--- src/rtl/cclk_pkg.sv ---
package cclk_pkg;
   localparam int CTRL_W   = 32;
   localparam int EN_BIT   = 24;
   localparam int CODE_LSB = 16;
   localparam logic [3:0] PASS_CODE = 4'hF;

   typedef struct packed {
      logic       en;
      logic       byp;
      logic [3:0] exp;
   } cclk_cfg_t;

   // Map a code to an effective exponent, clamping reserved codes to the top.
   function automatic logic [3:0] clamp_exp(input logic [3:0] code,
                                            input logic [3:0] top);
      return (code <= top) ? code : top;
   endfunction
endpackage

--- src/rtl/cclk_regs.sv ---
module cclk_regs
   import cclk_pkg::*;
#(
   parameter int ADDR_W = 8,
   parameter logic [ADDR_W-1:0] REG_OFF = 'h18
) (
   input  logic              clk,
   input  logic              rst,
   input  logic              wr_en,
   input  logic [ADDR_W-1:0] wr_addr,
   input  logic [CTRL_W-1:0] wr_data,
   input  logic [ADDR_W-1:0] rd_addr,
   output logic [CTRL_W-1:0] rd_data,
   output logic [CTRL_W-1:0] ctrl_q,
   output logic [1:0]        to_resp,
   output logic [3:0]        to_busy,
   output logic [3:0]        to_data,
   output logic [3:0]        to_ccs
);
   logic hit_wr;
   logic hit_rd;

   assign hit_wr = wr_en && (wr_addr == REG_OFF);
   assign hit_rd = (rd_addr == REG_OFF);

   always_ff @(posedge clk) begin
      if (rst)
         ctrl_q <= '0;
      else if (hit_wr)
         ctrl_q <= wr_data;
   end

   assign rd_data = hit_rd ? ctrl_q : '0;
   assign to_resp = ctrl_q[13:12];
   assign to_busy = ctrl_q[11:8];
   assign to_data = ctrl_q[7:4];
   assign to_ccs  = ctrl_q[3:0];
endmodule

--- src/rtl/cclk_apply.sv ---
module cclk_apply
   import cclk_pkg::*;
#(
   parameter int MAX_EXP   = 8,
   parameter bit BYPASS_EN = 1'b1
) (
   input  logic              clk,
   input  logic              rst,
   input  logic [CTRL_W-1:0] ctrl_q,
   input  logic              strap_byp,
   input  logic              div_q,
   input  logic              tc,
   output cclk_cfg_t         app,
   output logic              take,
   output logic              rise_ok
);
   localparam logic [3:0] TOP_EXP = 4'(MAX_EXP);

   cclk_cfg_t req;
   logic      run_old;
   logic      run_new;
   logic [3:0] code;

   assign code    = ctrl_q[CODE_LSB +: 4];
   assign req.en  = ctrl_q[EN_BIT];
   assign req.byp = BYPASS_EN && strap_byp && (code == PASS_CODE);
   assign req.exp = req.byp ? 4'd0 : clamp_exp(code, TOP_EXP);

   assign run_old = app.en && !app.byp;
   assign run_new = req.en && !req.byp;

   // Changes are applied only while the divided output is low: either it is
   // idle, or the low phase is ending at this edge.
   assign take    = !div_q && (!run_old || tc);
   assign rise_ok = run_old && tc && run_new;

   always_ff @(posedge clk) begin
      if (rst)
         app <= '0;
      else if (take)
         app <= req;
   end
endmodule

--- src/rtl/cclk_divider.sv ---
module cclk_divider
   import cclk_pkg::*;
#(
   parameter int MAX_EXP = 8
) (
   input  logic      clk,
   input  logic      rst,
   input  cclk_cfg_t app,
   input  logic      take,
   input  logic      rise_ok,
   output logic      div_q,
   output logic      tc
);
   localparam int CNT_W = MAX_EXP;

   logic [CNT_W-1:0] cnt;
   logic [CNT_W:0]   half;
   logic             running;

   assign half    = (CNT_W+1)'(1) << app.exp;
   assign tc      = ({1'b0, cnt} == (half - 1'b1));
   assign running = app.en && !app.byp;

   always_ff @(posedge clk) begin
      if (rst) begin
         cnt   <= '0;
         div_q <= 1'b0;
      end else if (take) begin
         cnt   <= '0;
         div_q <= rise_ok;
      end else if (running) begin
         if (tc) begin
            cnt   <= '0;
            div_q <= ~div_q;
         end else begin
            cnt <= cnt + 1'b1;
         end
      end else begin
         cnt   <= '0;
         div_q <= 1'b0;
      end
   end
endmodule

--- src/rtl/cclk_gate.sv ---
module cclk_gate
   import cclk_pkg::*;
#(
   parameter bit BYPASS_EN = 1'b1
) (
   input  logic      clk,
   input  logic      rst,
   input  cclk_cfg_t app,
   input  logic      div_q,
   output logic      byp_gate,
   output logic      card_clk
);
   generate
      if (BYPASS_EN) begin : g_pass
         // Gate changes on the falling edge, while the peripheral clock is low.
         always_ff @(negedge clk) begin
            if (rst)
               byp_gate <= 1'b0;
            else
               byp_gate <= app.en && app.byp;
         end
         assign card_clk = (clk & byp_gate) | div_q;
      end else begin : g_nopass
         assign byp_gate = 1'b0;
         assign card_clk = div_q;
      end
   endgenerate
endmodule

--- src/rtl/cclk_gen.sv ---
module cclk_gen
   import cclk_pkg::*;
#(
   parameter int ADDR_W    = 8,
   parameter logic [ADDR_W-1:0] REG_OFF = 'h18,
   parameter int MAX_EXP   = 8,
   parameter bit BYPASS_EN = 1'b1
) (
   input  logic              clk,
   input  logic              rst,
   input  logic              strap_byp,
   input  logic              wr_en,
   input  logic [ADDR_W-1:0] wr_addr,
   input  logic [31:0]       wr_data,
   input  logic [ADDR_W-1:0] rd_addr,
   output logic [31:0]       rd_data,
   output logic              card_clk,
   output logic [1:0]        to_resp,
   output logic [3:0]        to_busy,
   output logic [3:0]        to_data,
   output logic [3:0]        to_ccs
);
   generate
      if (MAX_EXP < 1 || MAX_EXP > 14) begin : g_bad_exp
         $error("cclk_gen: MAX_EXP must lie in 1..14");
      end
      if (ADDR_W < 5) begin : g_bad_addr
         $error("cclk_gen: ADDR_W too narrow for the register offset");
      end
   endgenerate

   logic [CTRL_W-1:0] ctrl_q;
   cclk_cfg_t         app_cfg;
   logic              take;
   logic              rise_ok;
   logic              div_q;
   logic              tc;
   logic              byp_gate;

   cclk_regs #(.ADDR_W(ADDR_W), .REG_OFF(REG_OFF)) u_regs (
      .clk(clk), .rst(rst), .wr_en(wr_en), .wr_addr(wr_addr),
      .wr_data(wr_data), .rd_addr(rd_addr), .rd_data(rd_data),
      .ctrl_q(ctrl_q), .to_resp(to_resp), .to_busy(to_busy),
      .to_data(to_data), .to_ccs(to_ccs)
   );

   cclk_apply #(.MAX_EXP(MAX_EXP), .BYPASS_EN(BYPASS_EN)) u_apply (
      .clk(clk), .rst(rst), .ctrl_q(ctrl_q), .strap_byp(strap_byp),
      .div_q(div_q), .tc(tc), .app(app_cfg), .take(take), .rise_ok(rise_ok)
   );

   cclk_divider #(.MAX_EXP(MAX_EXP)) u_div (
      .clk(clk), .rst(rst), .app(app_cfg), .take(take),
      .rise_ok(rise_ok), .div_q(div_q), .tc(tc)
   );

   cclk_gate #(.BYPASS_EN(BYPASS_EN)) u_gate (
      .clk(clk), .rst(rst), .app(app_cfg), .div_q(div_q),
      .byp_gate(byp_gate), .card_clk(card_clk)
   );
endmodule

--- config.mk ---
export PLATFORM = sky130hd
export DESIGN_NAME = cclk_gen
export DESIGN_NICKNAME = d
export VERILOG_FILES = /design/src/rtl/cclk_pkg.sv /design/src/rtl/cclk_regs.sv /design/src/rtl/cclk_apply.sv /design/src/rtl/cclk_divider.sv /design/src/rtl/cclk_gate.sv /design/src/rtl/cclk_gen.sv
export SDC_FILE = /design/constraint.sdc
export NUM_CORES = 1
export LEC_CHECK = 0
export BUFFER_PORTS_ARGS = -buffer_cell sky130_fd_sc_hd__buf_4
export CAP_MARGIN = 15
export CORE_MARGIN = 2
export CORE_UTILIZATION = 25
export CTS_CLUSTER_DIAMETER = 40
export DETAILED_ROUTE_END_ITERATION = 8
export PLACE_DENSITY = 0.46
export SYNTH_ARGS = -nofsm -noshare
export SYNTH_HDL_FRONTEND = slang
export SYNTH_HIERARCHICAL = 1
export SYNTH_SLANG_ARGS = --single-unit
--- constraint.sdc ---
create_clock -name clk -period 5.31 [get_ports clk]
set_clock_uncertainty 0.05 [all_clocks]
set_input_delay 1.062 -clock clk [delete_from_list [all_inputs] [get_ports clk]]
set_output_delay 1.062 -clock clk [all_outputs]
set_load 0.02 [all_outputs]
==> metrics, run 1 <==
status=completed; RSZ-0062 raised after global routing=false; Synth area leaders=dfxtp_1 34%, nand2b_1 15%, mux2i_1 12%; syn_nets=around 360; nature of the critical path endpoint=output port; height of the chip=110 µm; vias in the first global route=2204; Syn Inst Count=between 300 and 400; WL per Instance=approximately 13 µm; hold_buf cts=0; row count=38; Final Hold Viols=0; cell family with most CP delay=flip-flops; Hold Path Origin=u_regs/ctrl_q[14]; WP buf/inv=1; met1 usage=0.139; CTS tree=built; Power Density=228 nW/µm²; Tightest Pin Transition=1.07 ns; via count=2258; EDFF count, synth=0; crit path cell chain=a21o_1 -> buf_4; largest net degree at the start of global routing=75; fin util=0.341; Final nets=436; Mapped Area=2830 µm²; cells on worst reg2reg path=11; Async SR Flop Fraction=0; CP required=roughly 4.2 ns; Port-buffer cells=about 100; Starting Density=0.259; worst r2r dst=u_div/cnt[1]; setup TNS=0 ns; sequential fraction of the synthesis area=0.339; DRC Markers=0; Detail Route Antenna Nets=0; GRT Resource Usage Total=0.111; Clock Latency Late Sink=about 0.40 ns; final wirelength=6.75 mm; Worst IR Drop VDD=0.130 mV; post-CTS setup buffers=0; die width=between 100 and 150 µm; GPL Wtd Cong=roughly 0.73; Synth area leader=dfxtp_1; die area=12200 µm²; RR Startpoint=u_apply/app[3]; critical path launch point type=flop; most common flop cell mapped by yosys=dfxtp_1; critical path class=reg -> out; Max Cap Viol=0; largest stage delay on the critical path=around 0.29 ns; GR Overflow Total=0; top cell type's share of synthesized area=0.339; Vias per Instance=4.32; initial antenna violation count=0; Arr. time, crit path=3.75 ns; yosys synthesis warning count=6; Pleak=1.52 nW; CORE AREA=about 11000 µm²; Hold WC Path Type=reg -> reg; FF-to-FF setup slack=a little over 0.9 ns; FF+latch count, synth=48; I/O pins=between 90 and 100; crit path max fanout=1; Top Usage Layer GRT=met2; Slew Limit Fails=0; Hold Path Sink=u_regs/ctrl_q[14]; Setup violations, final=0; post-cts resize count=0; Iter 0 DRT Violations=79; Fillers=1175; clk slew on worst S/H paths=roughly 0.070 ns; hold depth=2; average size of a mapped cell=9.23 µm²; met2 Use GR=0.173; Crit-path slowest cell=dfxtp_1; Final HPWL DP=4.64 mm; Area Overhead vs Synth=31.4%; Synth cell types=47; first-pass GRT wire length=11.0 mm; layout cells sized above 1=0.313; Rel. slew slack=0.284; DR pass1 iterations=4; # diodes=0; met3 usage=0.0379
[stage by stage]
| step | hold slack, ns | total power, mW | instance area [µm²] | std cells | setup slack (ns) |
|---|---|---|---|---|---|
| 6_report | 0.420 | 0.849 | 3720 | 523 | 0.451 |
| 5_1_grt | 0.445 | 0.882 | 3720 | 523 | 0.404 |
| 4_1_cts | 0.428 | 0.866 | 3720 | 523 | 0.432 |
| 3_5_place_dp | 0.410 | 0.424 | 3500 | 512 | 0.722 |
| 3_3_place_gp | 0.404 | 0.423 | 3500 | 512 | 0.733 |
| 2_1_floorplan | 0.394 | 0.392 | 2830 | 307 | 1.04 |
[sequential cells by signal (all words and copies together) (netlist names)]
name	flops
u_apply/app	6
u_div/cnt	8
u_gate/byp_gate	1
u_regs/ctrl_q	32
u_div/div_q	1
[worst reg2reg max path: cells and delay by family (launching register included)]
family,cells,cell delay (ns)
AO/OA/AOI/OAI,3,0.89
adder cells (fa/ha/maj),1,0.34
buffers and inverters,1,0.22
flip-flops,1,0.42
AND/OR/NAND/NOR,6,2.40
[worst max-delay path by stage]
| stage | startpoint | slack [ns] | end | cells after the start |
|---|---|---|---|---|
| after floorplan | u_gate/byp_gate | 1.04 | card_clk | 1 |
| after global placement | rst | 0.73 | u_gate/byp_gate | 2 |
| final | u_gate/byp_gate | 0.45 | card_clk | 2 |
| after detailed placement | rst | 0.72 | u_gate/byp_gate | 2 |
| after CTS | u_gate/byp_gate | 0.43 | card_clk | 2 |
| after global routing | u_gate/byp_gate | 0.40 | card_clk | 2 |
[placed cells by master, fill, tap and decap left out, types with 2 or more instances in the layout]
cell type and count:
inv_4 2, and3_1 2, nand2_1 5, clkbuf_16 8
or4b_1 4, xor2_1 9, buf_4 100, nand3_1 7
a2111oi_0 2, nand2b_1 67, nand3b_1 3, nor3_1 8
ha_1 2, and4b_1 2, xnor2_1 4, a21oi_1 8
inv_1 3, o21ai_0 5, nor2_1 5, nor4b_1 2
and2_1 32, mux2i_1 33, dfxtp_1 48
[area by class of cell]
cell class / instances / area, µm² / area share
clock buffers: 9 / 208 / 0.0558
clock inverters: 4 / 25.0 / 0.00672
inverters: 2 / 7.51 / 0.00202
multi-input cells: 221 / 1600 / 0.431
flip-flops and latches: 48 / 961 / 0.258
well taps: 140 / 175 / 0.0470
repair buffers: 99 / 743 / 0.200
[where the power goes]
part           total [mW]  leakage, nW  internal, mW  switching, mW
registers           0.360        0.386         0.360       0.000267
logic              0.0518         1.00        0.0358         0.0160
clock network       0.437        0.134         0.273          0.164
total               0.849         1.52         0.669          0.180
[cell families (layout without fill, tap and decap cells)]
group,Yosys count,in the layout,synth area share
simple gates,150,150,0.339
flops,48,48,0.339
buf+inv,38,114,0.0950
mux,33,33,0.117
compound gates,22,22,0.0552
xor+xnor,14,14,0.0459
fa+ha+maj,2,2,0.00883
[per-layer routing]
layer	vias up	wire [µm]
met5	-	0
met4	0	122
met3	7	392
met2	61	3110
met1	1027	3120
li1	1163	-
[synth_stat cells (all sizes together), types with 5 or more instances]
master   n
nand2b  67
dfxtp   48
mux2i   33
and2    32
buf     23
clkbuf  12
xor2     9
a21oi    8
nor3     8
nand3    7
o21ai    6
nand2    5
nor2     5
or4b     5
xnor2    5
(Power assumes the default switching activity.)
==> inputs of run 2 (changes only) <==
- SETUP_SLACK_MARGIN: default -> 0.5
==> run 2 against run 1 <==
Combinational power is essentially flat. Cell area grew 0.10%. Via count is essentially flat. Non-clock buffer count is the same. Clock power is essentially flat. Power is essentially flat. Setup slack gained 0.031 ns. Sequential share of layout area is essentially flat. Routed wire length is essentially flat. Global-route usage is the same. Final cell count is the same. Largest power group unchanged. Highest routed layer unchanged.
==> metrics, run 2 (synthesized netlist as in run 1, its figures left out) <==
# diodes=0 (unchanged); final wirelength=6.75 mm (about the same); Tightest Pin Transition=1.07 ns (-0.000168 ns); GR Overflow Total=0 (unchanged); setup TNS=0 ns (unchanged); Detail Route Antenna Nets=0 (unchanged); Setup violations, final=0 (unchanged); Power Density=228 nW/µm² (-0.15%); die area=12200 µm² (unchanged); largest net degree at the start of global routing=75 (unchanged); largest reg by FF count=u_regs/ctrl_q; Hold Path Origin=u_regs/ctrl_q[14]; Final nets=436 (unchanged); RR Startpoint=u_apply/app[3]; cells on worst reg2reg path=11 (unchanged); FF-to-FF setup slack=0.93 ns (about the same); Cell Count Post-Placement=512 (unchanged); RSZ-0062 raised after global routing=true; critical path class=reg -> out; Arr. time, crit path=3.72 ns (-0.03 ns); Final Hold Viols=0 (unchanged); worst r2r dst=u_div/cnt[1]; via count=2259 (+0.044%); height of the chip=110 µm (unchanged); layout cells sized above 1=0.313 (unchanged); CP Capture Point=card_clk; row count=38 (unchanged); Vias per Instance=4.32 (about the same); Area Overhead vs Synth=31.6%; Top Registers=u_regs/ctrl_q: 32 flops, u_div/cnt: 8 flops, u_apply/app: 6 flops; Pleak=1.52 nW (about the same); Worst IR Drop VDD=0.130 mV (unchanged); Max Cap Viol=0 (unchanged); first-pass GRT wire length=11.0 mm (unchanged); Slew Limit Fails=0 (unchanged); CP required=4.20 ns (about the same); die width=110 µm (unchanged); Iter 0 DRT Violations=79 (unchanged); DRC Markers=0 (unchanged); nature of the critical path endpoint=output port; crit path max fanout=1 (unchanged); Starting Density=0.259 (unchanged); vias in the first global route=2204 (unchanged); Rel. slew slack=0.284 (about the same); commonest non-fill, non-tap cell in the layout=buf_4; initial antenna violation count=0 (unchanged); WL per Instance=12.9 µm (about the same); Port-buffer cells=98 (unchanged); CORE AREA=10900 µm² (unchanged); DR pass1 iterations=4 (unchanged); GPL Wtd Cong=0.734 (unchanged); GRT Resource Usage Total=0.111 (unchanged); Hold WC Path Type=reg -> reg; critical path launch point type=flop; max reg flops=32 (unchanged); status=completed; Clock Latency Late Sink=0.40 ns (about the same); non-filler cells, final=523 (unchanged); Final HPWL DP=4.64 mm (unchanged); Fillers=1174 (-0.085%); clk slew on worst S/H paths=0.07 ns (about the same); CTS tree=built; I/O pins=99 (unchanged); Critical Path Start=u_gate/byp_gate; most frequent cells in the layout=99 x buf_4, 67 x nand2b_1, 48 x dfxtp_1
run 2: changes by cell type in the layout (fill, tap and decap cells not counted):
cell	delta
buf_4	-1
buf_6	+1
run 2: how the worst min path moves through the flow:
stage	endpoint	cells after the start	slack (ns)
2_1_floorplan	u_regs/ctrl_q[14]	2	0.39
3_3_place_gp	u_regs/ctrl_q[23]	2	0.40
3_5_place_dp	u_regs/ctrl_q[20]	2	0.41
4_1_cts	u_regs/ctrl_q[21]	2	0.43
5_1_grt	u_regs/ctrl_q[22]	2	0.44
6_report	u_regs/ctrl_q[14]	2	0.42
run 2: through the flow:
step | worst slack, ns | area [µm²] | hold slack (ns) | util | total power [mW]
global route | 0.439 | 3730 | 0.445 | 0.341 | 0.882
detailed placement | 0.722 | 3500 | 0.410 | 0.320 | 0.424
global placement | 0.733 | 3500 | 0.404 | 0.320 | 0.423
CTS | 0.467 | 3730 | 0.428 | 0.341 | 0.866
floorplan | 1.04 | 2830 | 0.394 | - | 0.392
finish | 0.482 | 3730 | 0.420 | 0.341 | 0.849
run 2: cell type report:
type	instances	area [µm²]	area share
clock buffer	9	211	0.0567
inverter	2	7.51	0.00201
tap	140	175	0.0470
timing repair buffer	99	743	0.199
sequential	48	961	0.258
multi-input combinational	221	1600	0.430
clock inverter	4	25.0	0.00671
run 2: timing repair:
| item | CTS | global route |
|---|---|---|
| pin swaps | 1 | 0 |
| setup buffers | 0 | 0 |
| endpoints found under the setup margin | 1 | 1 |
| resized for setup | 1 | 0 |
| hold buffers | 0 | 0 |
run 2: per-layer routing:
layer	vias to the layer above	track usage	share of wire
met5	-	0	0
met4	0	0.0517	0.018
met3	7	0.0379	0.058
met2	61	0.173	0.46
met1	1028	0.139	0.46
li1	1163	-	-
run 2: power breakdown:
group,switching [mW],internal (mW)
sequential,0.000267,0.360
clock,0.164,0.273
combinational,0.0160,0.0358
run 2: critical path, stage by stage, from the launching register on:
cell and delay (ns):
dfxtp_1 0.29, a21o_1 0.16, buf_6 0.13
==> inputs of run 3 (changes only) <==
- BUFFER_PORTS_ARGS: -buffer_cell sky130_fd_sc_hd__buf_4 -> -buffer_cell sky130_fd_sc_hd__buf_2
==> run 3 against run 2 <==
Final cell count unchanged. Routed wire length down 2.7%. Sequential power about the same. Power up 2.8%. Via count up 0.89%. Largest cell class unchanged.
==> metrics, run 3 (synthesized netlist as in run 1, its figures left out) <==
status=completed; nature of the critical path endpoint=output port; Worst IR Drop VDD=0.102 mV (-22%); sequential share of power=0.413 (-0.011); crit path max fanout=1 (unchanged); WL per Instance=12.6 µm (-2.7%); layout cells sized above 1=0.313 (unchanged); met2 Use GR=0.184 (+0.0115); post-CTS setup buffers=0 (unchanged); Psw=0.173 mW (-3.8%); vias in the first global route=2327 (+5.6%); I/O pins=99 (unchanged); area occupied by multi-input gates=1600 µm² (unchanged); Arr. time, crit path=3.71 ns (about the same); largest reg by FF count=u_regs/ctrl_q; GRT Resource Usage Total=0.112 (+0.000383); Starting Density=0.259 (unchanged); # diodes=0 (unchanged); Clock Latency Late Sink=0.40 ns (about the same); crit path cell chain=a21o_1 -> buf_6; placed cell area=3260 µm² (-7.0%); hold depth=2 (unchanged); Internal=0.700 mW (+4.6%); die area=12200 µm² (unchanged); cells on worst reg2reg path=10 (-1); critical path launch point type=flop; hold_buf cts=0 (unchanged); first-pass GRT wire length=11.1 mm (+1.4%); Iter 0 DRT Violations=82 (+3.8%); max reg flops=32 (unchanged); Post-Layout Inst Area=3510 µm² (-5.8%); dpl ws=0.953 ns (+0.231 ns); Crit-path slowest cell=dfxtp_1; Port-buffer cells=98 (unchanged); Final HPWL DP=4.46 mm (-4.0%); PnR worst setup slack=0.487 ns (+0.00517 ns); CORE AREA=10900 µm² (unchanged); Combinational Power Share=0.048 (-0.013); Final nets=436 (unchanged); Critical Path Start=u_gate/byp_gate; Slew Limit Fails=0 (unchanged); Tightest Pin Transition=1.04 ns (-0.0300 ns); most frequent cells in the layout=97 x buf_2, 67 x nand2b_1, 48 x dfxtp_1; die width=110 µm (unchanged); Hold Path Origin=u_regs/ctrl_q[28]; DR pass1 iterations=4 (unchanged); met3 usage=0.0384 (+0.000549); Area Overhead vs Synth=23.9%; FF+latch area=961 µm² (unchanged); largest net degree at the start of global routing=74 (-1.3%); Clk pwr share=0.539 (+0.024); setup TNS=0 ns (unchanged); RSZ-0062 raised after global routing=true; met1 usage=0.129 (-0.0101); Hold WC Path Type=reg -> reg; GR Overflow Total=0 (unchanged); Detail Route Antenna Nets=0 (unchanged); RR Startpoint=u_apply/app[3]; largest stage delay on the critical path=0.29 ns (about the same); Fin Hold WS=0.421 ns (+0.000961 ns); Final Hold Viols=0 (unchanged); final wirelength=6.57 mm (-2.7%); CP required=4.20 ns (about the same); critical path class=reg -> out; GPL Wtd Cong=0.810 (+10%); DRC Markers=0 (unchanged); Max Cap Viol=0 (unchanged); commonest non-fill, non-tap cell in the layout=buf_2; height of the chip=110 µm (unchanged); Rel. slew slack=0.304 (+0.0200); Top Registers=u_regs/ctrl_q: 32 flops, u_div/cnt: 8 flops, u_apply/app: 6 flops; clk slew on worst S/H paths=0.07 ns (about the same); via count=2279 (+0.89%); Top Usage Layer GRT=met2; Power Density=249 nW/µm² (+9.1%); switch share=0.199 (-0.0137); initial antenna violation count=0 (unchanged); Pleak=1.49 nW (-1.8%); Vias per Instance=4.36 (+0.89%); row count=38 (unchanged); Fillers=1196 (+1.9%); Setup violations, final=0 (unchanged); CTS tree=built
-- run 3: changes by cell type in the layout (fill, tap and decap cells not counted) --
cell	change
buf_2	+97
buf_4	-97
clkbuf_16	+1
clkbuf_8	+1
inv_4	-2
-- run 3: worst paths after layout --
kind / to / slack (ns)
setup / recovery: card_clk / 0.49
hold reg to reg: u_regs/ctrl_q[28] / 0.42
setup reg to reg: u_div/cnt[6] / 0.96
hold / removal: u_regs/ctrl_q[28] / 0.42
-- run 3: layout make-up --
cell class                      count  area share
Clock buffer                       11      0.0713
Clock inverter                      2     0.00356
Inverter                            2     0.00214
Multi-Input combinational cell    221       0.457
Sequential cell                    48       0.274
Tap cell                          140      0.0499
Timing Repair Buffer               99       0.143
-- run 3: power by group through the flow --
stage	sequential, mW	clock (mW)	combinational [mW]
global route	0.360	0.503	0.0474
CTS	0.360	0.487	0.0428
floorplan	0.369	0.00253	0.0205
detailed placement	0.369	0.00253	0.0428
global placement	0.369	0.00253	0.0418
finish	0.360	0.471	0.0416
-- run 3: critical path, delay by kind of cell (launching register included) --
family / cells / cell delay [ns]
AO/OA/AOI/OAI: 1 / 0.15
buffers and inverters: 1 / 0.13
flip-flops: 1 / 0.29
-- run 3: layer usage --
metal	routed length (µm)	vias to the layer above
met3	408	9
met5	0	-
met4	132	0
met2	3150	57
met1	2880	1050
li1	-	1163
-- run 3: per-stage QoR --
stage / total power [mW] / util / std cells
global placement: 0.413 / 0.298 / 512
detailed placement: 0.414 / 0.298 / 512
CTS: 0.890 / 0.321 / 523
floorplan: 0.392 / - / 307
finish: 0.873 / 0.321 / 523
global route: 0.910 / 0.321 / 523
-- run 3: what timing repair did --
item / CTS / global route
gates resized for setup: 2 / 0
pin swaps: 1 / 0
endpoints found under the setup margin: 1 / 1
